==> config.mk <==
export PLATFORM = sky130hd
export DESIGN_NAME = iso_in_pingpong_tx
export DESIGN_NICKNAME = d
export VERILOG_FILES = /design/src/rtl/iso_tx_pkg.sv /design/src/rtl/iso_tx_bank_ram.sv /design/src/rtl/iso_tx_fill_ctrl.sv /design/src/rtl/iso_tx_reader.sv /design/src/rtl/iso_in_pingpong_tx.sv
export SDC_FILE = /design/constraint.sdc
export NUM_CORES = 1
export LEC_CHECK = 0
export BUFFER_PORTS_ARGS = -buffer_cell sky130_fd_sc_hd__buf_2
export CAP_MARGIN = 0
export CORE_ASPECT_RATIO = 1.2
export CORE_UTILIZATION = 50
export DETAILED_ROUTE_END_ITERATION = 16
export PLACE_DENSITY = 0.65
export SLEW_MARGIN = 20
export SYNTH_ARGS = -nofsm -noshare
export SYNTH_HDL_FRONTEND = slang
export SYNTH_HIERARCHICAL = 1
export SYNTH_SLANG_ARGS = --single-unit
==> constraint.sdc <==
create_clock -name clk -period 6.4 [get_ports clk]
set_input_delay 0.96 -clock clk [delete_from_list [all_inputs] [get_ports clk]]
set_output_delay 0.96 -clock clk [all_outputs]
set_load 0.01 [all_outputs]
==> src/rtl/iso_tx_pkg.sv <==
package iso_tx_pkg;

  // What a start of frame does to the two banks
  typedef enum logic [1:0] {
    FR_KEEP = 2'd0,  // no start of frame this cycle
    FR_SWAP = 2'd1,  // write bank complete: trade roles
    FR_DROP = 2'd2   // write bank incomplete: discard the send bank
  } frame_act_e;

  function automatic frame_act_e frame_action(input logic sof, input logic sel);
    if (!sof)     return FR_KEEP;
    else if (sel) return FR_DROP;
    else          return FR_SWAP;
  endfunction

endpackage

==> src/rtl/iso_tx_bank_ram.sv <==
module iso_tx_bank_ram #(
  parameter int DATA_W = 8,
  parameter int DEPTH  = 64,
  localparam int AW    = $clog2(2 * DEPTH)
) (
  input  logic              clk,
  input  logic              we,
  input  logic [AW-1:0]     waddr,
  input  logic [DATA_W-1:0] wdata,
  input  logic              re,
  input  logic [AW-1:0]     raddr,
  output logic [DATA_W-1:0] rdata
);

  // Both banks share one array: the top address bit picks the bank
  logic [DATA_W-1:0] mem [2*DEPTH];

  always_ff @(posedge clk) begin
    if (we) mem[waddr] <= wdata;
    if (re) rdata <= mem[raddr];
  end

endmodule

==> src/rtl/iso_tx_fill_ctrl.sv <==
module iso_tx_fill_ctrl
  import iso_tx_pkg::*;
#(
  parameter int DEPTH  = 64,
  localparam int ADDR_W = $clog2(DEPTH),
  localparam int CNT_W  = $clog2(DEPTH + 1)
) (
  input  logic              clk,
  input  logic              rst,
  input  logic              sof,
  input  logic              sel,
  input  logic              wr,
  input  logic              take,      // reader starts a packet this cycle
  output logic              wr_en,
  output logic [ADDR_W:0]   wr_addr,
  output logic              bg_bank,   // send bank after this cycle's frame action
  output logic [CNT_W-1:0]  bg_len,
  output logic [CNT_W-1:0]  level_q,
  output logic              ovf_q
);

  logic              fg_q, fg_nx;
  logic [CNT_W-1:0]  cnt_q [2];
  logic [CNT_W-1:0]  cnt_nx [2];
  logic              ovf_nx;
  logic              full;
  frame_act_e        act;

  assign act  = frame_action(sof, sel);
  assign full = (cnt_q[fg_q] == CNT_W'(DEPTH));

  // Writes need the select high, so they never coincide with a swap
  assign wr_en   = sel && wr && !full;
  assign wr_addr = {fg_q, cnt_q[fg_q][ADDR_W-1:0]};

  always_comb begin
    fg_nx     = fg_q;
    cnt_nx[0] = cnt_q[0];
    cnt_nx[1] = cnt_q[1];
    ovf_nx    = ovf_q;

    unique case (act)
      FR_SWAP: begin
        fg_nx          = ~fg_q;
        cnt_nx[~fg_q]  = '0;          // old send bank becomes an empty write bank
        ovf_nx         = 1'b0;
      end
      FR_DROP: begin
        cnt_nx[~fg_q]  = '0;          // incomplete frame: nothing to send
        ovf_nx         = 1'b0;
      end
      default: ;
    endcase

    if (wr_en)
      cnt_nx[fg_q] = cnt_q[fg_q] + CNT_W'(1);
    if (sel && wr && full)
      ovf_nx = 1'b1;

    bg_bank = ~fg_nx;
    bg_len  = cnt_nx[~fg_nx];
    if (take)
      cnt_nx[~fg_nx] = '0;            // one packet per frame
  end

  always_ff @(posedge clk) begin
    if (rst) begin
      fg_q     <= 1'b0;
      cnt_q[0] <= '0;
      cnt_q[1] <= '0;
      ovf_q    <= 1'b0;
      level_q  <= '0;
    end else begin
      fg_q     <= fg_nx;
      cnt_q[0] <= cnt_nx[0];
      cnt_q[1] <= cnt_nx[1];
      ovf_q    <= ovf_nx;
      level_q  <= cnt_nx[fg_nx];
    end
  end

endmodule

==> src/rtl/iso_tx_reader.sv <==
module iso_tx_reader #(
  parameter int DEPTH  = 64,
  localparam int ADDR_W = $clog2(DEPTH),
  localparam int CNT_W  = $clog2(DEPTH + 1)
) (
  input  logic              clk,
  input  logic              rst,
  input  logic              tok,
  input  logic              bg_bank,
  input  logic [CNT_W-1:0]  bg_len,
  output logic              take,
  output logic              rd_en,
  output logic [ADDR_W:0]   rd_addr,
  output logic              valid_q,
  output logic              last_q
);

  logic              active_q;
  logic              bank_q;
  logic [CNT_W-1:0]  idx_q;
  logic [CNT_W-1:0]  len_q;
  logic              at_end;

  assign take   = tok && !active_q;
  assign at_end = (idx_q == len_q - CNT_W'(1));

  // First byte is addressed in the token cycle so it leaves one cycle later
  assign rd_en   = active_q || (take && bg_len != '0);
  assign rd_addr = active_q ? {bank_q, idx_q[ADDR_W-1:0]} : {bg_bank, {ADDR_W{1'b0}}};

  always_ff @(posedge clk) begin
    if (rst) begin
      active_q <= 1'b0;
      bank_q   <= 1'b0;
      idx_q    <= '0;
      len_q    <= '0;
      valid_q  <= 1'b0;
      last_q   <= 1'b0;
    end else begin
      valid_q <= 1'b0;
      last_q  <= 1'b0;
      if (active_q) begin
        valid_q <= 1'b1;
        last_q  <= at_end;
        idx_q   <= idx_q + CNT_W'(1);
        if (at_end) active_q <= 1'b0;
      end else if (take) begin
        bank_q <= bg_bank;
        len_q  <= bg_len;
        idx_q  <= CNT_W'(1);
        if (bg_len == '0) begin
          last_q <= 1'b1;             // zero-length packet
        end else begin
          valid_q  <= 1'b1;
          last_q   <= (bg_len == CNT_W'(1));
          active_q <= (bg_len != CNT_W'(1));
        end
      end
    end
  end

endmodule

==> src/rtl/iso_in_pingpong_tx.sv <==
module iso_in_pingpong_tx #(
  parameter int DATA_W = 8,
  parameter int DEPTH  = 64,
  localparam int ADDR_W = $clog2(DEPTH),
  localparam int CNT_W  = $clog2(DEPTH + 1)
) (
  input  logic              clk,
  input  logic              rst,
  input  logic              host_sel_i,
  input  logic              host_wr_i,
  input  logic [DATA_W-1:0] host_wdata_i,
  input  logic              sof_i,
  input  logic              in_tok_i,
  output logic              tx_valid_o,
  output logic [DATA_W-1:0] tx_data_o,
  output logic              tx_last_o,
  output logic [CNT_W-1:0]  fg_level_o,
  output logic              ovf_o
);

  logic              wr_en;
  logic [ADDR_W:0]   wr_addr;
  logic              rd_en;
  logic [ADDR_W:0]   rd_addr;
  logic              take;
  logic              bg_bank;
  logic [CNT_W-1:0]  bg_len;

  iso_tx_fill_ctrl #(.DEPTH(DEPTH)) u_fill (
    .clk     (clk),
    .rst     (rst),
    .sof     (sof_i),
    .sel     (host_sel_i),
    .wr      (host_wr_i),
    .take    (take),
    .wr_en   (wr_en),
    .wr_addr (wr_addr),
    .bg_bank (bg_bank),
    .bg_len  (bg_len),
    .level_q (fg_level_o),
    .ovf_q   (ovf_o)
  );

  iso_tx_reader #(.DEPTH(DEPTH)) u_rd (
    .clk     (clk),
    .rst     (rst),
    .tok     (in_tok_i),
    .bg_bank (bg_bank),
    .bg_len  (bg_len),
    .take    (take),
    .rd_en   (rd_en),
    .rd_addr (rd_addr),
    .valid_q (tx_valid_o),
    .last_q  (tx_last_o)
  );

  iso_tx_bank_ram #(.DATA_W(DATA_W), .DEPTH(DEPTH)) u_ram (
    .clk   (clk),
    .we    (wr_en),
    .waddr (wr_addr),
    .wdata (host_wdata_i),
    .re    (rd_en),
    .raddr (rd_addr),
    .rdata (tx_data_o)
  );

endmodule

---- After elaboration in Yosys (flattened, before gate mapping) ----
Memory sizes are Yosys's and may differ from the RTL's. A register that Yosys moved wholly into a read port is not among the register bits.
Cells that the tools add are included.
operators by class
  add/subtract/negate cells ............... 3
  equal/unequal tests ..................... 6
  magnitude comparators ................... 7
  bitwise gates (word level) .............. 13
  reduce and logical (&&, ||, !) cells .... 17
  multiplexer cells ....................... 42
operators by type and width
  cell                                                   number
  2-to-1 mux 7 bit                                       14
  2-to-1 mux 14 bit                                      3
  AND 14 bit                                             2
  inverter 14 bit                                        2
  demux 7 bit (select 1 bit)                             3
  2-to-1 mux 1 bit                                       19
  adder 7 x 1 -> 7 bit, second input constant            2
  bitwise mux 14 bit                                     1
  >= comparator 2 bit, second input constant             4
  logical AND 1 bit                                      8
  inverter 1 -> 2 bit                                    4
  equality test 7 x 1 -> 1 bit, second input constant    1
  equality test 7 bit                                    1
  equality test 7 bit, second input constant             1
  logical NOT 7 bit                                      1
  inequality test 7 x 1 -> 1 bit, second input constant  1
  nonzero test 7 bit                                     1
  subtractor 7 x 1 -> 7 bit, second input constant       1
  < comparator 2 x 1 -> 1 bit, second input constant     3
  2-to-1 mux 2 bit                                       2
  nonzero test 2 bit                                     2
  inverter 1 bit                                         3
  equality test 2 x 1 -> 1 bit, second input constant    1
  equality test 2 bit, second input constant             1
  5 further kinds                                        7
storage, ports and cells
  memories kept ........................... 2
  bits of input ports ..................... 14
  RAM bits ................................ 1038
  output and inout bits ................... 18
  bits in registers ....................... 27
memory list
  memory        depth  width  rd ports  clocked after Yosys merged registers in  wr ports  line                    source
  u_ram.mem     128    8      1         1                                        1         iso_tx_bank_ram.sv:16   logic [DATA_W-1:0] mem [2*DEPTH];
  u_fill.cnt_q  2      7      3         1                                        2         iso_tx_fill_ctrl.sv:23  logic [CNT_W-1:0] cnt_q [2];

---- Logic depth before layout (Yosys ltp) ----
Gate-level depths: netlist of run 1.
  word-level depth ........................ 18
  gate-level depth with buffers ........... 16
  depth with buffers taken out ............ 14

---- Hierarchy ----
The synthesis of run 1 kept the hierarchy.
by module, submodules not included
  module            times used  area each (um^2)  sequential area each (um^2)  cells an instance
  iso_tx_bank_ram   1           39745.6           30989.7                      1635
  iso_tx_fill_ctrl  1           1606.5            460.4                        178
  iso_tx_reader     1           954.7             360.3                        120

---- Worst setup path before layout of run 1 ----
OpenSTA, ideal clock, no wires.
  kind .................................... register to register
  start ................................... register u_fill.fg_q
  end ..................................... memory u_ram.mem[30][0] (enable)
  path slack .............................. 2.888 ns
  cell stages (with the launch flop) ...... 15
  period minus slack after synthesis ...... 3.512 ns
  arrival time ............................ 3.141 ns
  path buffers ............................ 5
  cell sequence ........................... dfxtp_1 buf_6 buf_6 buf_2 mux2i_1 ha_1 and4bb_4 a211oi_4 nor2_2 inv_1 clkbuf_1 nor2b_1 nand3_1 clkbuf_1 nor2_1
RTL lines
  item                    line                    source
  from (decl)             iso_tx_fill_ctrl.sv:22  logic fg_q, fg_nx;
  from (signal assigned)  iso_tx_fill_ctrl.sv:74  fg_q <= fg_nx;
  to (decl)               iso_tx_bank_ram.sv:16
No word-level cell before the write port.

---- Worst setup path after layout of run 1 ----
  start ................................... register u_fill.fg_q
  end ..................................... memory u_ram.mem[38][5] (enable)
No word-level cell before the write port.

==> results of run 1 <==
==> worst min path at each step <==
stage                              from                       end  slack (ns)  cells past startpoint
3_5_place_dp   u_rd/bank_q$_SDFFE_PP0P_  u_rd/bank_q$_SDFFE_PP0P_        0.45                      2
6_report       u_rd/bank_q$_SDFFE_PP0P_  u_rd/bank_q$_SDFFE_PP0P_        0.46                      2
3_3_place_gp   u_rd/bank_q$_SDFFE_PP0P_  u_rd/bank_q$_SDFFE_PP0P_        0.44                      2
4_1_cts        u_rd/bank_q$_SDFFE_PP0P_  u_rd/bank_q$_SDFFE_PP0P_        0.46                      2
5_1_grt        u_rd/bank_q$_SDFFE_PP0P_  u_rd/bank_q$_SDFFE_PP0P_        0.50                      2
2_1_floorplan  u_rd/bank_q$_SDFFE_PP0P_  u_rd/bank_q$_SDFFE_PP0P_        0.43                      2
==> routing by layer <==
metal  up-vias  track usage (%)
li1       8227                -
met1     10722             32.1
met2       830             38.6
met3       122             3.52
met4         0             6.87
met5         -                0
==> cell families after synthesis <==
group                      count (synthesis)  synth area share, %
muxes                                    362                 18.6
buffers and inverters                    115                 1.26
xor gates and xnor gates                  16                0.367
AOI/OAI and AO/OA                         67                 1.24
adders and majority gates                  4                0.118
and+or+nand+nor                          296                 3.26
DFF                                     1073                 75.2
==> placed cells by master, fill, tap and decap left out, types with 5 or more instances in the layout <==
| cell type | instances |
|---|---|
| xnor2_1 | 12 |
| buf_12 | 6 |
| a31oi_1 | 5 |
| inv_1 | 8 |
| mux4_2 | 336 |
| clkinv_2 | 25 |
| buf_2 | 23 |
| clkinv_1 | 19 |
| mux2i_1 | 10 |
| clkinvlp_4 | 6 |
| buf_4 | 38 |
| and2_1 | 6 |
| dfxtp_1 | 40 |
| edfxtp_1 | 1032 |
| nand2_1 | 53 |
| and3_1 | 7 |
| nor3_1 | 5 |
| nand3_1 | 19 |
| nand2b_1 | 9 |
| nor2b_1 | 13 |
| clkbuf_16 | 103 |
| nor3_2 | 7 |
| a21oi_1 | 20 |
| clkbuf_1 | 10 |
| bufinv_16 | 13 |
| nor3b_1 | 5 |
| mux2_2 | 13 |
| nor2_1 | 144 |
==> state kept, by name, summed over array words and instances, names as in the netlist <==
register and cells:
u_rd/bank_q 1, u_rd/active_q 1, u_rd/len_q 7, u_rd/idx_q 7, u_fill/cnt_q 14, u_fill/level_q 7
u_ram/mem 1024, u_rd/last_q 1, u_fill/ovf_q 1, u_fill/fg_q 1, u_rd/valid_q 1, u_ram/rdata 8
==> power groups by stage <==
stage          Sequential, mW  Clock [mW]  Combinational, mW
3_3_place_gp             7.90           0              0.615
6_report                 7.75        6.02              0.617
5_1_grt                  7.75        6.37              0.657
3_5_place_dp             7.90           0              0.624
4_1_cts                  7.75        6.12              0.625
2_1_floorplan            7.89           0              0.356
==> critical path: cells and delay by family, from the launching register on <==
kind | cells | cell delay [ns]
buffers and inverters | 1 | 0.28
and+or+nand+nor | 7 | 2.68
AOI/OAI and AO/OA | 1 | 0.35
adders and majority gates | 1 | 0.22
DFF | 1 | 0.53
==> per-stage QoR <==
step	cells	power (mW)	utilization [%]
floorplan	1933	8.25	-
global placement	3018	8.52	52.3
detailed placement	3018	8.53	52.4
CTS	3200	14.5	56.4
global route	3201	14.8	56.4
finish	3204	14.4	56.4
==> layout make-up <==
| type | count | area, sq um | area share [%] |
|---|---|---|---|
| clock buffer | 113 | 2620 | 5.54 |
| clock inverter | 69 | 717 | 1.52 |
| inverter | 12 | 45.0 | 0.0955 |
| timing repair buffer | 68 | 548 | 1.16 |
| tap | 1121 | 1400 | 2.97 |
| antenna | 3 | 7.51 | 0.0159 |
| multi-input combinational | 745 | 10000 | 21.2 |
| sequential | 1073 | 31800 | 67.4 |
==> metrics.txt, run 1 <==
WP data arrival=4.75 ns; maxcap violations=0; Cell Pwr Density=305 nW/um^2; DR pass1 iterations=5; yosys warns=6; Tcrit/Tclk final=between 60% and 70%; minimum clock period=around 4.4 ns; max incr delay on CP=~0.90 ns; Critical path destination=u_ram/mem[38][5]$_DFFE_PP_; CP Max Fanout=17; vias in the first global route=about 20000; Worst-Margin Slew=1.16 ns; post-CTS setup buffers=0; reg2reg setup slack=about 2.0 ns; num ports=32; most common cell in the netlist=edfxtp_1; FF-to-FF Start=u_fill/fg_q$_SDFF_PP0_; Synth Register Bits=1073; Post-Syn Area per Cell=around 22 sq um; GP Congestion=0.865; Mapped Cells=1933; clock latency on the worst-skew pair=roughly 0.67 ns; Logic pwr share=between 4 and 5%; achievable frequency=around 220 MHz; setup ws final=1.95 ns; Max clock buf depth=3; Area growth, synth to finish=11.5%; largest net degree at the start of global routing=92; CP Cell Sequence=nand2_1, and2_1, ha_1, and4bb_4, a211oi_4, nor2_2, inv_1, nor2b_1, nand3_2, nor2_1; drt drc=0; largest cells by area after synthesis=edfxtp_1, mux4_2, dfxtp_1; Tot GR Track Use=roughly 23%; fin. max-slew vios=0; unrepaired setup endpoints after global routing=no; CTS Hold Bufs=0; Sequential Power Share=a little over half; Commonest cells post-synth=edfxtp_1, mux4_2, nor2_1, nand2_1, clkbuf_1; Slowest-stage cell, CP=nor2_1; Sw Ratio=about a fifth; routed wl met3=between 6000 and 7000 microns; Main synth FF type=edfxtp_1; DP Wirelength=about 60000 microns; Design Area, Final=47200 sq um; maximum VDD drop=~0.20 mV; Num CTS Buffers=a little under 100; Final #Nets=a little over 2000; Port-buffer cells=31; row cnt=about 120; CTS tree=yes; status=complete, no violations; Synth area leader=edfxtp_1; P_leak=around 14 nW; post-route ant nets=0; DRT Wirelength=~97000 microns; Synth Net Count=1951; Setup-failing EPs final=0; die area=~86000 sq um; Critical Path RT=between 6 and 7 ns; Yosys top cell area share=about three quarters; core footprint=83600 sq um; HP Class=flop to flop; EDFF count, synth=about 1000; highest routed layer=met4; Clk pwr share=approximately two fifths; dpl ws=2.12 ns; Clock transition at path regs=roughly 0.060 ns; Worst slew margin=between 20% and 30%; Root Driver=clkbuf_16; Die W=268 microns; met2 wire length=approximately 50000 microns; Max Clock Skew=between 0.02 and 0.025 ns; sequential fraction of the synthesis area=roughly 75%; WHS=~0.46 ns; first-pass GRT wire length=roughly 140000 microns; NetSw=2.96 mW; average wire per standard cell=~30 microns; Congestion Overflow GR=0; Setup crit start=u_fill/fg_q$_SDFF_PP0_; Avg Vias per Cell=about 6.2; setup TNS=0 ns; Int Pwr=11.4 mW; Synth Cell Area=42300 sq um; layout cells sized above 1=29.6%; initial antenna violation count=2; Setup crit end kind=flop; Vias=about 20000; Met1 Wirelength=roughly 38000 microns; PostCTS Resize Cnt=0; worst r2r dst=u_ram/mem[38][5]$_DFFE_PP_; FILL cells=approximately 6000; reg2reg path depth=10; First DRT Iteration DRCs=about 2100; Worst Setup Start Kind=flop; clock sinks=between 1000 and 1500; Fin. Hold Viols=0; ys async rst share=0%; initial core utilization=50.6%; Die Y=approximately 320 microns; Placed Area=between 40000 and 50000 sq um; htree depth=3; post-synth cell types=between 70 and 80; crit path kind=flop to flop
No activity file was read; power rests on OpenSTA's default activity.
==> run 2, diff against run 1 <==
- ABC_AREA: default -> 1
- clock period: 6.4 -> 4.6 ns (I/O delays scaled with it)
==> run 2 against run 1 <==
Non-clock buffer count rose by 40. Final cell count grew 61%. Sequential share of layout area down 2.4 points. Sequential power increased by 39%. Worst setup slack got worse by 1.4 ns. Fmax rose by 9.7%. Largest cell class unchanged. Highest routed layer is now met5.
==> metrics.txt, run 2 <==
Num CTS Buffers=100 (was 99); GP Congestion=0.915 (was 0.865); commonest non-fill, non-tap cell in the layout=nand2_1 (was edfxtp_1); first-pass GRT wire length=173000 microns (was 142000 microns); crit path kind=flop to flop (unchanged); layout cells sized above 1=7.44% (was 29.6%); Setup-failing EPs final=0 (unchanged); Final #Nets=3952 (was 2017); Port-buffer cells=31 (unchanged); initial core utilization=50.7% (was 50.6%); Vias=29681 (was 19901); DRT Wirelength=115000 microns (was 96500 microns); minimum clock period=4.05 ns (was 4.45 ns); Setup crit end kind=flop (unchanged); Yosys top cell area share=69.4% (was 73.2%); Clock transition at path regs=0.06 ns (about the same); WP data arrival=4.34 ns (was 4.75 ns); clock latency on the worst-skew pair=0.68 ns (was 0.67 ns); clock sinks=1073 (unchanged); status=complete, no violations (unchanged); DP Wirelength=67900 microns (was 59800 microns); Mapped Cells=3963 (was 1933); vias in the first global route=28392 (was 20272); CTS tree=yes (unchanged); Synth area leader=edfxtp_1 (unchanged); CP Max Fanout=22 (was 17); WHS=0.351 ns (was 0.461 ns); ys async rst share=0% (unchanged); Root Driver=clkbuf_16 (unchanged); Area growth, synth to finish=9.45% (was 11.5%); Largest regs=u_ram/mem (1024), u_fill/cnt_q (14), u_ram/rdata (8) (unchanged); drt drc=0 (unchanged); Sw Ratio=22.5% (was 20.5%); Die W=275 microns (was 268 microns); post-CTS setup buffers=0 (unchanged); Worst Setup Start Kind=flop (unchanged); EDFF count, synth=1032 (unchanged); fin. max-slew vios=0 (unchanged); most frequent cells in the layout=nand2_1, edfxtp_1, nand3_1 (was edfxtp_1, mux4_2, nor2_1); Fin. Hold Viols=0 (unchanged); Congestion Overflow GR=0 (unchanged); FF-to-FF Start=u_fill/fg_q$_SDFF_PP0_ (unchanged); sequential fraction of the synthesis area=71.2% (was 75.2%); row cnt=119 (was 116); maxcap violations=0 (unchanged); CTS Hold Bufs=0 (unchanged); highest routed layer=met5 (was met4); Logic pwr share=6.0% (was 4.3%); worst r2r dst=u_ram/mem[46][5]$_DFFE_PP_ (was u_ram/mem[38][5]$_DFFE_PP_); Die Y=329 microns (was 321 microns); hold path startpoint=in_tok_i (was u_rd/bank_q$_SDFFE_PP0P_); Worst slew margin=30.8% (was 22.5%); Int Pwr=15.7 mW (was 11.4 mW); Sequential Power Share=53.5% (was 53.9%); met2 wire length=56000 microns (was 49300 microns); Main synth FF type=edfxtp_1 (unchanged); Synth Cell Area=44700 sq um (was 42300 sq um); reg2reg path depth=12 (was 10); PostCTS Resize Cnt=0 (unchanged); average wire per standard cell=22.3 microns (was 30.1 microns); Post-Syn Area per Cell=11.3 sq um (was 21.9 sq um); most common cell in the netlist=nand2_1 (was edfxtp_1); Critical Path RT=4.89 ns (was 6.70 ns); post-route ant nets=0 (unchanged); Cell Pwr Density=414 nW/um^2 (was 305 nW/um^2); Clk pwr share=40.5% (was 41.8%); Avg Vias per Cell=5.74 (was 6.21); initial antenna violation count=2 (unchanged); Hold Crit Endpoint=u_rd/idx_q[1]$_SDFFE_PP0P_ (was u_rd/bank_q$_SDFFE_PP0P_); die area=90500 sq um (was 85800 sq um); P_leak=17.4 nW (was 14.1 nW); First DRT Iteration DRCs=3333 (was 2107); maximum VDD drop=0.356 mV (was 0.204 mV); setup TNS=0 ns (unchanged); Synth Register Bits=1073 (unchanged); Placed Area=45700 sq um (was 43800 sq um); worst hold path stage count=4 (was 2); Max Clock Skew=0.0303 ns (was 0.0204 ns); Final Core Density=55.5% (was 56.4%); achievable frequency=247 MHz (was 225 MHz); yosys warns=6 (unchanged); unrepaired setup endpoints after global routing=no (unchanged); post-synth cell types=36 (was 73); Commonest cells post-synth=nand2_1, edfxtp_1, nand3_1, nor2_1, buf_2 (was edfxtp_1, mux4_2, nor2_1, nand2_1, clkbuf_1); routed wl met3=9070 microns (was 6600 microns); total power=20.2 mW (was 14.4 mW); Largest Register=u_ram/mem (unchanged); num ports=32 (unchanged); NetSw=4.55 mW (was 2.96 mW); Largest register FFs=1024 (unchanged); largest net degree at the start of global routing=178 (was 92); Met1 Wirelength=46200 microns (was 38300 microns); Tcrit/Tclk final=88.1% (was 69.5%); HP Class=input port to flop (was flop to flop); DR pass1 iterations=6 (was 5); n_diodes=0 (was 3); Design Area, Final=48900 sq um (was 47200 sq um); Synth Net Count=3981 (was 1951); Worst-Margin Slew=1.04 ns (was 1.16 ns); reg2reg setup slack=0.55 ns (was 1.95 ns); htree depth=3 (unchanged); core footprint=88100 sq um (was 83600 sq um); Tot GR Track Use=25.6% (was 23.2%); Max clock buf depth=3 (unchanged); largest cells by area after synthesis=edfxtp_1, nand2_1, nand3_1 (was edfxtp_1, mux4_2, dfxtp_1)
-- run 2: power groups by stage --
| stage | sequential, mW | clock (mW) | combinational (mW) |
|---|---|---|---|
| 4_1_cts | 10.8 | 8.31 | 1.21 |
| 5_1_grt | 10.8 | 8.67 | 1.33 |
| 3_3_place_gp | 11.0 | 0 | 1.19 |
| 3_5_place_dp | 11.0 | 0 | 1.20 |
| 6_report | 10.8 | 8.20 | 1.21 |
| 2_1_floorplan | 11.0 | 0 | 0.735 |
-- run 2: cell type report --
class                   instances  area, sq um
fillers                      7438        39300
flip-flops and latches       1073        31800
multi-input cells            2581        11200
clock buffers                 119         2620
well taps                    1149         1440
repair buffers                108          916
clock inverters                67          616
inverters                      70          312
-- run 2: cells by family (layout without fill, tap and decap cells) --
logic type | count (synthesis) | after routing | synth area share, %
flops | 1073 | 1073 | 71.2
simple gates | 2526 | 2526 | 24.2
fa+ha+maj | 4 | 4 | 0.112
compound gates | 46 | 46 | 0.580
xor+xnor | 5 | 5 | 0.0980
buf+inv | 309 | 364 | 3.75
-- run 2: worst max-delay path, stage by stage (launching register included) --
cell	delay [ns]
dfxtp_1	0.88
nand2_1	0.13
nand2_1	0.26
inv_1	0.08
ha_1	0.21
nand3_1	0.10
nor2_2	0.07
nand2_4	0.08
nand2_4	0.08
inv_2	0.24
nand2_1	0.53
buf_4	0.42
nor2_1	0.57
-- run 2: through the flow --
step | setup slack (ns) | std cells
2_1_floorplan | 1.77 | 3963
6_report | 0.547 | 5167
5_1_grt | 0.305 | 5167
3_5_place_dp | 0.663 | 4981
4_1_cts | 0.645 | 5167
3_3_place_gp | 0.689 | 4981
-- run 2: worst max path at each step --
| stage | startpoint | end | slack, ns | cells past startpoint |
|---|---|---|---|---|
| after floorplan | u_fill/fg_q$_SDFF_PP0_ | u_ram/mem[105][0]$_DFFE_PP_ | 1.77 | 16 |
| after global routing | u_fill/fg_q$_SDFF_PP0_ | u_ram/mem[46][5]$_DFFE_PP_ | 0.31 | 12 |
| after global placement | u_fill/fg_q$_SDFF_PP0_ | u_ram/mem[46][2]$_DFFE_PP_ | 0.69 | 12 |
| final | u_fill/fg_q$_SDFF_PP0_ | u_ram/mem[46][5]$_DFFE_PP_ | 0.55 | 12 |
| after detailed placement | u_fill/fg_q$_SDFF_PP0_ | u_ram/mem[46][1]$_DFFE_PP_ | 0.66 | 12 |
| after CTS | u_fill/fg_q$_SDFF_PP0_ | u_ram/mem[46][5]$_DFFE_PP_ | 0.65 | 12 |
-- run 2: layer usage --
metal / GRT usage, % / vias to the layer above
li1: - / 13751
met4: 9.57 / 2
met1: 34.5 / 14431
met2: 42.3 / 1269
met3: 3.76 / 228
met5: 0 / -
